==> config.mk <==
export PLATFORM = sky130hd
export DESIGN_NAME = asram_port
export DESIGN_NICKNAME = d
export VERILOG_FILES = /design/src/rtl/asram_pkg.sv /design/src/rtl/asram_ctl.sv /design/src/rtl/asram_dp.sv /design/src/rtl/asram_port.sv
export SDC_FILE = /design/constraint.sdc
export NUM_CORES = 1
export LEC_CHECK = 0
export BUFFER_PORTS_ARGS = -buffer_cell sky130_fd_sc_hd__buf_2
export CELL_PAD_IN_SITES_DETAIL_PLACEMENT = 1
export CELL_PAD_IN_SITES_GLOBAL_PLACEMENT = 1
export CORE_ASPECT_RATIO = 1.25
export CORE_UTILIZATION = 39
export CTS_CLUSTER_DIAMETER = 100
export DETAILED_ROUTE_END_ITERATION = 12
export HOLD_SLACK_MARGIN = 0.12
export MAX_ROUTING_LAYER = met4
export PLACE_DENSITY = 0.94
export SYNTH_ARGS = -nofsm -noshare
export SYNTH_HDL_FRONTEND = slang
export SYNTH_SLANG_ARGS = --single-unit
==> constraint.sdc <==
create_clock -name clk -period 4.2 [get_ports clk]
set_clock_uncertainty 0.05 [all_clocks]
set_input_delay 0.84 -clock clk [delete_from_list [all_inputs] [get_ports clk]]
set_output_delay 0.84 -clock clk [all_outputs]
set_load 0.005 [all_outputs]
==> src/rtl/asram_pkg.sv <==
package asram_pkg;

  typedef enum logic [2:0] {
    ST_IDLE,
    ST_READ,
    ST_WRLOW,
    ST_WRTAIL,
    ST_TURN,
    ST_SLEEP,
    ST_WAKE
  } ctlState_t;

  // strobes from control to datapath; pin strobes are registered
  typedef struct packed {
    logic csN;
    logic oeN;
    logic weN;
    logic laneOn;
    logic drive;
    logic load;     // combinational: request accepted this edge
    logic capture;  // combinational: sample bus this edge
  } strobe_t;

  function automatic int cdiv(input int num, input int den);
    return (num + den - 1) / den;
  endfunction

  function automatic int imax(input int a, input int b);
    return (a > b) ? a : b;
  endfunction

endpackage

==> src/rtl/asram_ctl.sv <==
module asram_ctl
  import asram_pkg::*;
#(
  parameter int CLK_NS   = 5,
  parameter int T_RC_NS  = 100,
  parameter int T_AA_NS  = 100,
  parameter int T_OE_NS  = 50,
  parameter int T_WC_NS  = 100,
  parameter int T_WP_NS  = 70,
  parameter int T_AW_NS  = 80,
  parameter int T_DW_NS  = 40,
  parameter int T_REC_NS = 5000000
) (
  input  logic    clk,
  input  logic    rstN,
  input  logic    reqValid,
  input  logic    reqWrite,
  input  logic    sleepReq,
  output logic    reqReady,
  output logic    sleepAck,
  output strobe_t stb
);

  localparam int RD_CYC   = imax(1, cdiv(imax(T_RC_NS, imax(T_AA_NS, T_OE_NS)), CLK_NS));
  localparam int WE_CYC   = imax(1, cdiv(imax(T_WP_NS, imax(T_AW_NS, T_DW_NS)), CLK_NS));
  localparam int WC_CYC   = imax(WE_CYC, cdiv(T_WC_NS, CLK_NS));
  localparam int TAIL_CYC = WC_CYC - WE_CYC;
  localparam int REC_CYC  = imax(1, cdiv(T_REC_NS, CLK_NS));
  localparam int CNT_MAX  = imax(REC_CYC, imax(RD_CYC, WC_CYC));
  localparam int CNT_W    = $clog2(CNT_MAX + 1);

  ctlState_t       state, stateNx;
  logic [CNT_W-1:0] cnt, cntNx;
  logic csN, oeN, weN, laneOn, drive;
  logic csNx, oeNx, weNx, laneOnNx, driveNx;
  logic load, capture;

  assign reqReady = (state == ST_IDLE) && !sleepReq;
  assign sleepAck = (state == ST_SLEEP);

  always_comb begin
    stateNx  = state;
    cntNx    = cnt;
    csNx     = csN;
    oeNx     = oeN;
    weNx     = weN;
    laneOnNx = laneOn;
    driveNx  = drive;
    load     = 1'b0;
    capture  = 1'b0;
    unique case (state)
      ST_IDLE: begin
        if (sleepReq) begin
          stateNx = ST_SLEEP;
        end else if (reqValid) begin
          load     = 1'b1;
          csNx     = 1'b0;
          laneOnNx = 1'b1;
          if (reqWrite) begin
            stateNx = ST_WRLOW;
            weNx    = 1'b0;
            driveNx = 1'b1;
            cntNx   = CNT_W'(WE_CYC - 1);
          end else begin
            stateNx = ST_READ;
            oeNx    = 1'b0;
            cntNx   = CNT_W'(RD_CYC - 1);
          end
        end
      end
      ST_READ: begin
        if (cnt == '0) begin
          capture  = 1'b1;
          stateNx  = ST_IDLE;
          csNx     = 1'b1;
          oeNx     = 1'b1;
          laneOnNx = 1'b0;
        end else begin
          cntNx = cnt - 1'b1;
        end
      end
      ST_WRLOW: begin
        if (cnt == '0) begin
          weNx    = 1'b1;
          driveNx = 1'b0;
          if (TAIL_CYC > 0) begin
            stateNx = ST_WRTAIL;
            cntNx   = CNT_W'(imax(TAIL_CYC, 1) - 1);
          end else begin
            stateNx  = ST_TURN;
            csNx     = 1'b1;
            laneOnNx = 1'b0;
          end
        end else begin
          cntNx = cnt - 1'b1;
        end
      end
      ST_WRTAIL: begin
        if (cnt == '0) begin
          stateNx  = ST_TURN;
          csNx     = 1'b1;
          laneOnNx = 1'b0;
        end else begin
          cntNx = cnt - 1'b1;
        end
      end
      ST_TURN: stateNx = ST_IDLE;
      ST_SLEEP: begin
        if (!sleepReq) begin
          stateNx = ST_WAKE;
          cntNx   = CNT_W'(REC_CYC - 1);
        end
      end
      ST_WAKE: begin
        if (cnt == '0) stateNx = ST_IDLE;
        else cntNx = cnt - 1'b1;
      end
      default: stateNx = ST_IDLE;
    endcase
  end

  always_ff @(posedge clk) begin
    if (!rstN) begin
      state  <= ST_IDLE;
      cnt    <= '0;
      csN    <= 1'b1;
      oeN    <= 1'b1;
      weN    <= 1'b1;
      laneOn <= 1'b0;
      drive  <= 1'b0;
    end else begin
      state  <= stateNx;
      cnt    <= cntNx;
      csN    <= csNx;
      oeN    <= oeNx;
      weN    <= weNx;
      laneOn <= laneOnNx;
      drive  <= driveNx;
    end
  end

  always_comb begin
    stb.csN     = csN;
    stb.oeN     = oeN;
    stb.weN     = weN;
    stb.laneOn  = laneOn;
    stb.drive   = drive;
    stb.load    = load;
    stb.capture = capture;
  end

  // ---- checks on the strobe sequence ----
  logic [CNT_W-1:0] weLowRun;
  logic [2:0]       sinceWe;
  always_ff @(posedge clk) begin
    if (!rstN) begin
      weLowRun <= '0;
      sinceWe  <= 3'd7;
    end else begin
      weLowRun <= weN ? '0 : weLowRun + 1'b1;
      sinceWe  <= !weN ? 3'd0 : ((sinceWe == 3'd7) ? sinceWe : sinceWe + 3'd1);
    end
  end

  p_we_width_r4: assert property (@(posedge clk) disable iff (!rstN)
    $rose(weN) |-> (weLowRun >= CNT_W'(WE_CYC)));

  p_oe_we_excl_r4: assert property (@(posedge clk) disable iff (!rstN)
    !(!oeN && !weN));

  p_drive_release_r5: assert property (@(posedge clk) disable iff (!rstN)
    $rose(weN) |-> !drive);

  p_turn_gap_r7: assert property (@(posedge clk) disable iff (!rstN)
    $fell(oeN) |-> (sinceWe >= 3'd2));

  p_sleep_cs_r10: assert property (@(posedge clk) disable iff (!rstN)
    sleepAck |-> (csN && !reqReady));

  p_busy_ready_r9: assert property (@(posedge clk) disable iff (!rstN)
    !csN |-> !reqReady);

endmodule

==> src/rtl/asram_dp.sv <==
module asram_dp
  import asram_pkg::*;
#(
  parameter int ADDR_W = 18,
  parameter int DATA_W = 16
) (
  input  logic                 clk,
  input  logic                 rstN,
  input  strobe_t              stb,
  input  logic [ADDR_W-1:0]    reqAddr,
  input  logic [DATA_W-1:0]    reqData,
  input  logic [DATA_W/8-1:0]  reqMask,
  output logic                 rdValid,
  output logic [DATA_W-1:0]    rdData,
  output logic [ADDR_W-1:0]    sramAddr,
  output logic                 sramCsN,
  output logic                 sramOeN,
  output logic                 sramWeN,
  output logic [DATA_W/8-1:0]  sramBeN,
  output logic [DATA_W-1:0]    sramDqO,
  output logic                 sramDqEn,
  input  logic [DATA_W-1:0]    sramDqI
);

  localparam int LANES = DATA_W / 8;

  logic [ADDR_W-1:0] addrQ;
  logic [DATA_W-1:0] dataQ;
  logic [LANES-1:0]  maskQ;
  logic              validQ;

  always_ff @(posedge clk) begin
    if (!rstN) begin
      addrQ  <= '0;
      dataQ  <= '0;
      maskQ  <= '0;
      validQ <= 1'b0;
    end else begin
      if (stb.load) begin
        addrQ <= reqAddr;
        dataQ <= reqData;
        maskQ <= reqMask;
      end
      validQ <= stb.capture;
    end
  end

  for (genvar gl = 0; gl < LANES; gl++) begin : g_lane
    logic [7:0] laneRd;
    always_ff @(posedge clk) begin
      if (!rstN) laneRd <= '0;
      else if (stb.capture) laneRd <= maskQ[gl] ? sramDqI[gl*8 +: 8] : 8'h00;
    end
    assign rdData[gl*8 +: 8] = laneRd;
    assign sramBeN[gl]       = !(stb.laneOn && maskQ[gl]);
  end

  assign rdValid  = validQ;
  assign sramAddr = addrQ;
  assign sramDqO  = dataQ;
  assign sramDqEn = stb.drive;
  assign sramCsN  = stb.csN;
  assign sramOeN  = stb.oeN;
  assign sramWeN  = stb.weN;

  p_rd_pulse_r2: assert property (@(posedge clk) disable iff (!rstN)
    rdValid |=> !rdValid);

  p_addr_hold_r8: assert property (@(posedge clk) disable iff (!rstN)
    (!stb.csN && $past(!stb.csN)) |-> ($stable(addrQ) && $stable(dataQ) && $stable(maskQ)));

  p_drive_only_write_r5: assert property (@(posedge clk) disable iff (!rstN)
    stb.drive |-> (!stb.weN && !stb.csN));

endmodule

==> src/rtl/asram_port.sv <==
module asram_port
  import asram_pkg::*;
#(
  parameter int ADDR_W   = 18,
  parameter int DATA_W   = 16,
  parameter int CLK_NS   = 5,
  parameter int T_RC_NS  = 100,
  parameter int T_AA_NS  = 100,
  parameter int T_OE_NS  = 50,
  parameter int T_WC_NS  = 100,
  parameter int T_WP_NS  = 70,
  parameter int T_AW_NS  = 80,
  parameter int T_DW_NS  = 40,
  parameter int T_REC_NS = 5000000
) (
  input  logic                clk,
  input  logic                rstN,
  input  logic                reqValid,
  output logic                reqReady,
  input  logic                reqWrite,
  input  logic [ADDR_W-1:0]   reqAddr,
  input  logic [DATA_W-1:0]   reqData,
  input  logic [DATA_W/8-1:0] reqMask,
  output logic                rdValid,
  output logic [DATA_W-1:0]   rdData,
  input  logic                sleepReq,
  output logic                sleepAck,
  output logic [ADDR_W-1:0]   sramAddr,
  output logic                sramCsN,
  output logic                sramOeN,
  output logic                sramWeN,
  output logic [DATA_W/8-1:0] sramBeN,
  output logic [DATA_W-1:0]   sramDqO,
  output logic                sramDqEn,
  input  logic [DATA_W-1:0]   sramDqI
);

  strobe_t stb;

  asram_ctl #(
    .CLK_NS(CLK_NS), .T_RC_NS(T_RC_NS), .T_AA_NS(T_AA_NS), .T_OE_NS(T_OE_NS),
    .T_WC_NS(T_WC_NS), .T_WP_NS(T_WP_NS), .T_AW_NS(T_AW_NS), .T_DW_NS(T_DW_NS),
    .T_REC_NS(T_REC_NS)
  ) u_ctl (
    .clk(clk), .rstN(rstN), .reqValid(reqValid), .reqWrite(reqWrite),
    .sleepReq(sleepReq), .reqReady(reqReady), .sleepAck(sleepAck), .stb(stb)
  );

  asram_dp #(.ADDR_W(ADDR_W), .DATA_W(DATA_W)) u_dp (
    .clk(clk), .rstN(rstN), .stb(stb),
    .reqAddr(reqAddr), .reqData(reqData), .reqMask(reqMask),
    .rdValid(rdValid), .rdData(rdData),
    .sramAddr(sramAddr), .sramCsN(sramCsN), .sramOeN(sramOeN), .sramWeN(sramWeN),
    .sramBeN(sramBeN), .sramDqO(sramDqO), .sramDqEn(sramDqEn), .sramDqI(sramDqI)
  );

endmodule

After elaboration in Yosys (flattened, before gate mapping)
Index checks and enable logic that the tools add are counted.
W data, S select, Z words.
{ "word_totals": {"register_bits": 81, "latch_bits": 0, "ram_bits": 0, "rom_bits": 0, "out_inout_bits": 59, "mem_count": 0} }
{ "op_classes": {"addsub": 1, "multipliers": 0, "div": 0, "magnitude_cmp": 0, "eq_ne": 17, "n_shift": 0, "n_mux": 42, "bitwise_logic": 0, "n_reduce_logical": 20} }
{ "op_table": {"columns": ["cell", "count"], "rows": [
  ["$mux W20", 5],
  ["$pmux W20 S4", 1],
  ["$logic_not A20 Y1", 1],
  ["$mux W1", 20],
  ["$reduce_and A5 Y1", 4],
  ["$sub A20 B1 Y20 const B", 1],
  ["$mux W3", 6],
  ["$mux W8", 2],
  ["$pmux W3 S5", 1],
  ["$ne A2 B2 Y1 const B", 6],
  ["$ne A2 B1 Y1 const B", 5],
  ["$pmux W1 S2", 5],
  ["$eq A3 B2 Y1 const B", 2],
  ["$eq A3 B3 Y1 const B", 2],
  ["$reduce_bool A2 Y1", 3],
  ["$mux W5", 1],
  ["$reduce_and A4 Y1", 1],
  ["$reduce_bool A4 Y1", 1],
  ["$reduce_or A2 Y1", 2],
  ["$eq A3 B1 Y1 const B", 1],
  ["$logic_and A1 B1 Y1", 3],
  ["$logic_not A1 Y1", 3],
  ["$logic_not A3 Y1", 1],
  ["$ne A3 B3 Y1 const B", 1],
  ["other kinds (2)", 2]
]} }

Depth between registers and ports, before layout
Gate-level depths: netlist of the first run.
{ "logic_depth": {"word_depth": 4, "mapped_depth": 9} }

Hierarchy
Synthesis of the first run repeated with hierarchy kept, for this count alone.
{ "hier_totals": {"hier_cells": 424, "area_unflattened_um2": 3936.3} }
{ "modules_own_cells": {"columns": ["module", "n_inst", "cells_each", "area_each_um2", "seq_area_each_um2"], "rows": [
  ["asram_dp", 1, 196, 2105.8, 1061.0],
  ["asram_ctl", 1, 228, 1830.5, 560.5]
]} }

Worst setup path after synthesis of the first run
No wires, ideal clock.
{ "synth_path": {"path_type": "input to register", "from": "input sleepReq", "to": "register u_dp.maskQ[1]", "arrival_time_ns": 2.275, "required_ns": 4.080, "slack_ns": 1.805, "path_stages": 7, "path_cell_list": "clkbuf_1 > nor4_1 > and2_1 > clkbuf_1 > buf_1 > nand2_1 > a21oi_1"} }
{ "synth_via": {"elab_chain_cells": 2} }
{ "synth_lines": {"columns": ["item", "line_no", "rtl"], "rows": [
  ["start, declared", "asram_port.sv:26", "input logic sleepReq,"],
  ["$mux W1", "asram_ctl.sv:53", "if (sleepReq) begin"],
  ["$mux W1", "asram_ctl.sv:51", "unique case (state)"],
  ["end signal, assigned", "asram_dp.sv:42", "maskQ <= reqMask;"],
  ["end, declared", "asram_dp.sv:29", "logic [LANES-1:0] maskQ;"]
]} }
Every way passes these cells.
A chain may end at the register's enable or synchronous reset.

Worst setup path after layout of the first run
{ "layout_path": {"from": "register u_ctl.state[1]", "to": "output sleepAck"} }
{ "layout_via": {"elab_chain_cells": 1} }
{ "layout_lines": {"columns": ["item", "line_no", "rtl"], "rows": [
  ["start, declared", "asram_ctl.sv:32", "ctlState_t state, stateNx;"],
  ["start signal, assigned", "asram_ctl.sv:132", "state <= stateNx;"],
  ["$eq A3 B3 Y1", "asram_ctl.sv:39", "assign sleepAck = (state == ST_SLEEP);"],
  ["end, declared", "asram_port.sv:27", "output logic sleepAck,"]
]} }
Every way passes these cells.

==> results.py, run 1 <==
metrics = {
    "global_routing": {
        "grt_pass1_wl_um": 18600,
        "grt_max_degree": 49,
        "grt_pass1_vias": 3915,
        "grt.total_usage_pct": 26.2,
        "antenna_found_initial": 0,
        "gr-total-overflow": 0,
    },
    "timing": {
        "fmax_ghz": 0.345,
        "period_needed_ns": 2.90,
        "hold_slack_ns": 0.409,
        "layout_worst_path_cycle_share_pct": 69.0,
        "slew_viol_final": 0,
        "slew_headroom_pct": 39.3,
        "worst_slack_ns": 1.30,
        "finalHoldViolCount": 0,
        "rsz0062_at_grt": "false",
        "max_slew.worst_pin.slew_ns": 0.907,
        "setup_tns_ns": 0,
        "finalSetupViolations": 0,
    },
    "worst_setup_path": {
        "critPathTopFamily": "flip-flops",
        "end_kind": "output pin",
        "cp.required_ns": 3.31,
        "r2r_start": "u_ctl.cnt[10]",
        "path_cells": "nand3b_1, clkinv_1, buf_2",
        "path_class": "reg2out",
        "start_kind": "flop",
        "rrSetupSlack_ns": 1.39,
        "r2r_cells": 6,
        "worst_path_max_delay_cell": "dfxtp_1",
        "critPathLaunch": "u_ctl.state[1]",
        "crit_buf_inv": 2,
        "r2r_end": "u_ctl.cnt[2]",
        "path_max_fanout": 16,
        "crit_arrival_ns": 2.01,
        "critPathMaxStageDelay_ns": 0.64,
    },
    "cells_and_area": {
        "regArea_um2": 1620,
        "drive_gt1_share_pct": 27.4,
        "stdcell_area_um2": 4410,
        "area_growth_pct": 24.0,
        "multi_input_area_um2": 1780,
        "num_antenna_cells": 0,
        "fillCellCount": 1112,
        "final_cell_mix": "buf_2, nand2_1, dfxtp_1",
        "layout_commonest_cell": "buf_2",
        "nNetsFinal": 595,
    },
    "floorplan": {
        "die_w_um": 87.4,
        "num_rows": 38,
        "pin_count": 116,
        "die_h_um": 109,
        "die_area_um2": 9510,
        "core_area_um2": 8750,
        "start_util_pct": 40.6,
    },
    "clock_tree": {
        "root_buffer": "clkbuf_8",
        "clock_sinks": 81,
        "h-tree-depth": 3,
        "cts_buffers": 9,
        "clock_latency_ns": 0.36,
        "cts-resized-gates": 0,
        "clk_pin_slew_ns": 0.09,
        "cts_tree": "done",
        "cts_hold_buf": 0,
        "clockBufferDepth": 2,
        "postCtsSetupBuffers": 0,
    },
    "job": {
        "max_cap_viol_count": 0,
    },
    "routing": {
        "postRouteAntennaNets": 0,
        "vias_per_cell": 5.71,
        "drtIter0Drc": 214,
        "num_vias": 3773,
        "wl_per_cell_um": 17.7,
        "firstDrtPassIters": 4,
        "routed_wl_um": 11700,
        "drc": 0,
    },
    "placement": {
        "port_buffers": 115,
        "placed_area_um2": 4200,
        "gp_congestion": 0.867,
        "dp_slack_ns": 1.46,
        "hpwl_um": 8240,
    },
    "yosys": {
        "synth_edf_count": 0,
        "ys_ff_latch": 81,
        "yosys.area_share.simple_pct": 24.8,
        "yosysWarnings": 0,
        "syn_area_per_cell_um2": 8.14,
        "yosysUniqueCellTypes": 49,
        "ys_seq_area_share_pct": 45.6,
        "synth_compound_area_share_pct": 23.4,
        "ys.flop_type": "dfxtp_1",
        "syn_inst": 437,
        "synthMuxAreaShare_pct": 0.281,
        "async_flop_share_pct": 0,
        "synth_fa_ha_area_share_pct": 0.704,
        "synth_top_family_by_area": "simple AND/OR/NAND/NOR gates",
        "postSynthNetCount": 496,
        "netlist_area_um2": 3560,
        "synth_xor_area_share_pct": 0.739,
    },
    "power": {
        "ir_drop_mv": 0.320,
        "cellPowerDensity_nw_per_um2": 698,
        "power_leakage_nw": 1.89,
    },
    "run_status": {
        "run_status": "completed",
    },
    "hold_path": {
        "min_to": "u_dp.sramDqO[8]",
        "hp-class": "reg2reg",
        "hold_depth": 2,
        "worstHoldStart": "u_dp.sramDqO[8]",
    },
}
state kept, by name, indices dropped and copies added, names as in the netlist:
register            count
u_ctl.cnt              20
u_ctl.csN               1
u_ctl.drive             1
u_ctl.laneOn            1
u_ctl.oeN               1
u_ctl.state             3
u_ctl.weN               1
u_dp.g_lane.laneRd     16
u_dp.maskQ              2
u_dp.rdValid            1
u_dp.sramAddr          18
u_dp.sramDqO           16
stage by stage:
stage | utilization (%) | power [mW] | std cells
finish | 50.4 | 3.08 | 661
global placement | 48.0 | 2.36 | 645
detailed placement | 48.0 | 2.45 | 645
CTS | 50.4 | 3.07 | 661
global route | 50.4 | 3.28 | 661
floorplan | - | 2.04 | 437
cell type report:
cell class,instances,area share (%)
Tap cell,120,3.40
Inverter,6,0.511
Clock buffer,9,2.81
Clock inverter,7,2.01
Sequential cell,81,36.8
Timing Repair Buffer,122,14.2
Multi-Input combinational cell,316,40.3
worst max path at each step:
| stage | to | slack [ns] | cells after the start |
|---|---|---|---|
| finish | sleepAck | 1.30 | 3 |
| CTS | sleepAck | 1.31 | 3 |
| floorplan | u_dp.maskQ[1] | 1.80 | 7 |
| global route | sleepAck | 1.14 | 3 |
| detailed placement | u_ctl.cnt[3] | 1.46 | 6 |
| global placement | u_ctl.cnt[3] | 1.58 | 6 |
cells in the mapped netlist, types with 2 or more instances:
master / instances / area, um^2
a21o_1: 2 / 15.0
or2_2: 2 / 12.5
o221a_2: 3 / 33.8
nor2b_1: 3 / 18.8
o31ai_1: 13 / 97.6
nor2_1: 17 / 63.8
or4_1: 11 / 82.6
clkbuf_1: 28 / 105
a22o_1: 16 / 140
nor3_1: 11 / 55.1
inv_1: 5 / 18.8
dfxtp_1: 81 / 1620
nand3_1: 12 / 60.1
buf_2: 4 / 20.0
a211oi_1: 8 / 60.1
nand3b_1: 2 / 15.0
a311oi_1: 2 / 17.5
o21ai_0: 10 / 50.1
nand2_1: 86 / 323
nand4_1: 4 / 25.0
and3_1: 3 / 18.8
or3_1: 6 / 37.5
a21oi_1: 60 / 300
a31oi_1: 8 / 50.1
and2_1: 3 / 18.8
nor4_1: 7 / 43.8
xnor2_1: 3 / 26.3
or4_4: 2 / 22.5
ha_1: 2 / 25.0
nand2b_1: 4 / 25.0
logic make-up (layout without fill, tap and decap cells):
family,Yosys count,in the layout
AOI/OAI and AO/OA,130,130
xor gates and xnor gates,3,3
adders and majority gates,2,2
buffers and inverters,40,144
DFF,81,81
muxes,1,1
and+or+nand+nor,180,180
worst reg2reg max path, delay by kind of cell, from the launching register on:
kind / cells / cell delay (ns)
AND/OR/NAND/NOR: 4 / 1.71
flip-flops: 1 / 0.36
AO/OA/AOI/OAI: 1 / 0.35
buffers and inverters: 1 / 0.23
power breakdown:
| group | switching (mW) | total, mW | internal (mW) |
|---|---|---|---|
| Sequential | 0.165 | 1.06 | 0.893 |
| Clock | 0.321 | 0.607 | 0.286 |
| Combinational | 0.875 | 1.41 | 0.538 |
routing by layer:
metal,vias up,global-route usage (%),wire length [um]
met4,0,12.2,335
met1,1844,28.2,4570
met5,-,-,0
met2,121,45.8,6180
li1,1777,-,-
met3,31,5.37,609
Note: power is estimated with default switching activity, not from simulation.
==> inputs of run 2 (changes only) <==
Settings changed: CORE_UTILIZATION 39 to 33, PLACE_DENSITY 0.94 to 0.85.
Clock period 4.2 ns to 2.5 ns, I/O delays scaled along.
==> run 2 against run 1 <==
  * Global-route usage fell by 4.1 points
  * Sequential power up 64%
  * Sequential cell count unchanged
  * Register-to-register slack got worse by 1.3 ns
  * Core utilization shrank 6.0 points
  * Die area up 18%
  * First-iteration DRC count down 6.5%
  * Critical endpoint is now u_ctl.cnt[2]
==> results.py, run 2 (synthesis results as in run 1) <==
metrics = {
    "routing": {
        "drtIter0Drc": 200,
        "drc": 0,
        "routed_wl_um": 11900,
        "firstDrtPassIters": 6,
        "vias_per_cell": 5.52,
        "num_vias": 3828,
        "wl_per_cell_um": 17.1,
        "postRouteAntennaNets": 0,
    },
    "clock_tree": {
        "clock_sinks": 81,
        "cts_tree": "done",
        "root_buffer": "clkbuf_16",
        "cts_buffers": 9,
        "clock_latency_ns": 0.34,
        "clockBufferDepth": 2,
        "clk_pin_slew_ns": 0.06,
        "cts_hold_buf": 0,
        "h-tree-depth": 3,
    },
    "placement": {
        "dp_cells": 676,
        "gp_congestion": 0.965,
        "dp_slack_ns": 0.0820,
        "hpwl_um": 8550,
        "port_buffers": 115,
    },
    "global_routing": {
        "grt_pass1_vias": 4077,
        "grt.total_usage_pct": 22.1,
        "busiest_layer": "met2",
        "use_met1_pct": 24.0,
        "grt_max_degree": 39,
        "gr-total-overflow": 0,
        "grtUsageMet2_pct": 37.7,
        "antenna_found_initial": 0,
        "grt_pass1_wl_um": 18900,
        "use_met3_pct": 4.72,
    },
    "hold_path": {
        "hold_depth": 2,
        "hp-class": "in2reg",
        "min_to": "u_dp.g_lane[1].laneRd[5]",
        "worstHoldStart": "sramDqI[13]",
    },
    "timing": {
        "fmax_ghz": 0.411,
        "layout_worst_path_cycle_share_pct": 97.3,
        "max_slew.worst_pin.slew_ns": 0.686,
        "finalSetupViolations": 0,
        "worst_slack_ns": 0.0664,
        "finalHoldViolCount": 0,
        "setup_tns_ns": 0,
        "period_needed_ns": 2.43,
        "slew_headroom_pct": 54.2,
        "slew_viol_final": 0,
    },
    "worst_setup_path": {
        "crit_arrival_ns": 2.61,
        "path_max_fanout": 11,
        "critPathMaxStageDelay_ns": 0.38,
        "crit_buf_inv": 2,
        "cp.required_ns": 2.68,
        "r2r_cells": 7,
        "cpMostUsedCell": "buf_4",
        "r2r_start": "u_ctl.cnt[5]",
        "critPathTopFamily": "simple AND/OR/NAND/NOR gates",
        "rrSetupSlack_ns": 0.07,
        "path_class": "reg2reg",
        "start_kind": "flop",
        "end_kind": "flop",
        "path_cells": "buf_4, or3_1, nor4_1, buf_4, nand3_1, and3_1, o221a_2",
        "r2r_end": "u_ctl.cnt[2]",
        "worst_path_max_delay_cell": "or3_1",
    },
    "power": {
        "p_int_mw": 3.43,
        "clockPowerShare_pct": 23.1,
        "cellPowerDensity_nw_per_um2": 1250,
        "ir_drop_mv": 0.554,
        "pwr-share-seq_pct": 29.7,
        "power_leakage_nw": 2.04,
        "power_mw": 5.85,
        "p_switching_mw": 2.42,
        "comb_power_share_pct": 47.2,
        "swShare_pct": 41.3,
    },
    "cells_and_area": {
        "regArea_um2": 1620,
        "nNetsFinal": 616,
        "multi_input_area_um2": 1780,
        "layout_commonest_cell": "buf_2",
        "num_antenna_cells": 0,
        "fillCellCount": 1280,
        "instances_no_fill": 694,
        "area_growth_pct": 31.9,
        "largest_register_ffs": 20,
        "final_cell_mix": "buf_2, nand2_1, dfxtp_1",
        "drive_gt1_share_pct": 30.2,
        "regMostFlops": "u_ctl.cnt",
    },
    "floorplan": {
        "pin_count": 116,
        "die_area_um2": 11200,
        "num_rows": 42,
        "start_util_pct": 33.7,
        "die_h_um": 118,
        "core_area_um2": 10600,
        "die_w_um": 94.8,
    },
    "job": {
        "max_cap_viol_count": 0,
    },
    "run_status": {
        "run_status": "completed",
    },
}
## run 2: cell count changes in the layout (fill, tap and decap cells not counted), sizes merged
cell,before,now
clkbuf,9,10
inv,7,6
buf,122,143
## run 2: repair_timing
| action | CTS | global route |
|---|---|---|
| setup endpoints to repair | 0 | 8 |
| resized for setup | 0 | 1 |
| endpoints found under the hold margin | 0 | 0 |
| buffers inserted | 0 | 2 |
## run 2: per-stage QoR
step,util (%),area (um^2),hold WS [ns]
3_5_place_dp,41.4,4370,0.397
5_1_grt,44.4,4690,0.312
4_1_cts,44.2,4670,0.318
6_report,44.4,4690,0.322
3_3_place_gp,41.4,4370,0.390
2_1_floorplan,-,3560,0.395
## run 2: power groups by stage
stage | sequential [mW] | combinational, mW | clock, mW
2_1_floorplan | 1.68 | 1.75 | 0
3_3_place_gp | 1.73 | 2.53 | 0
4_1_cts | 1.73 | 2.69 | 1.37
6_report | 1.74 | 2.76 | 1.35
5_1_grt | 1.77 | 3.00 | 1.42
3_5_place_dp | 1.75 | 2.65 | 0
## run 2: metal layers
metal	vias to the layer above	routed length (um)	share of wire, %
li1	1825	-	-
met1	1833	4680	39
met2	134	6180	52
met3	36	643	5.4
met4	0	348	2.9
met5	-	0	0
## run 2: worst max-delay path by stage
stage | startpoint | endpoint | slack, ns | cells past startpoint
final | u_ctl.cnt[5] | u_ctl.cnt[2] | 0.07 | 7
after global routing | u_ctl.cnt[5] | u_ctl.cnt[18] | -0.05 | 7
after CTS | u_ctl.cnt[5] | u_ctl.cnt[3] | 0.05 | 7
after detailed placement | u_ctl.cnt[0] | u_ctl.cnt[17] | 0.08 | 5
after global placement | u_ctl.cnt[0] | u_ctl.cnt[17] | 0.16 | 5
after floorplan | u_ctl.cnt[0] | u_ctl.cnt[17] | 0.24 | 5
## run 2: area by class of cell
type	instances	area share [%]
multi-input combinational	316	37.9
sequential	81	34.6
timing repair buffer	143	17.0
clock buffer	10	5.09
tap	132	3.52
clock inverter	6	1.39
inverter	6	0.480
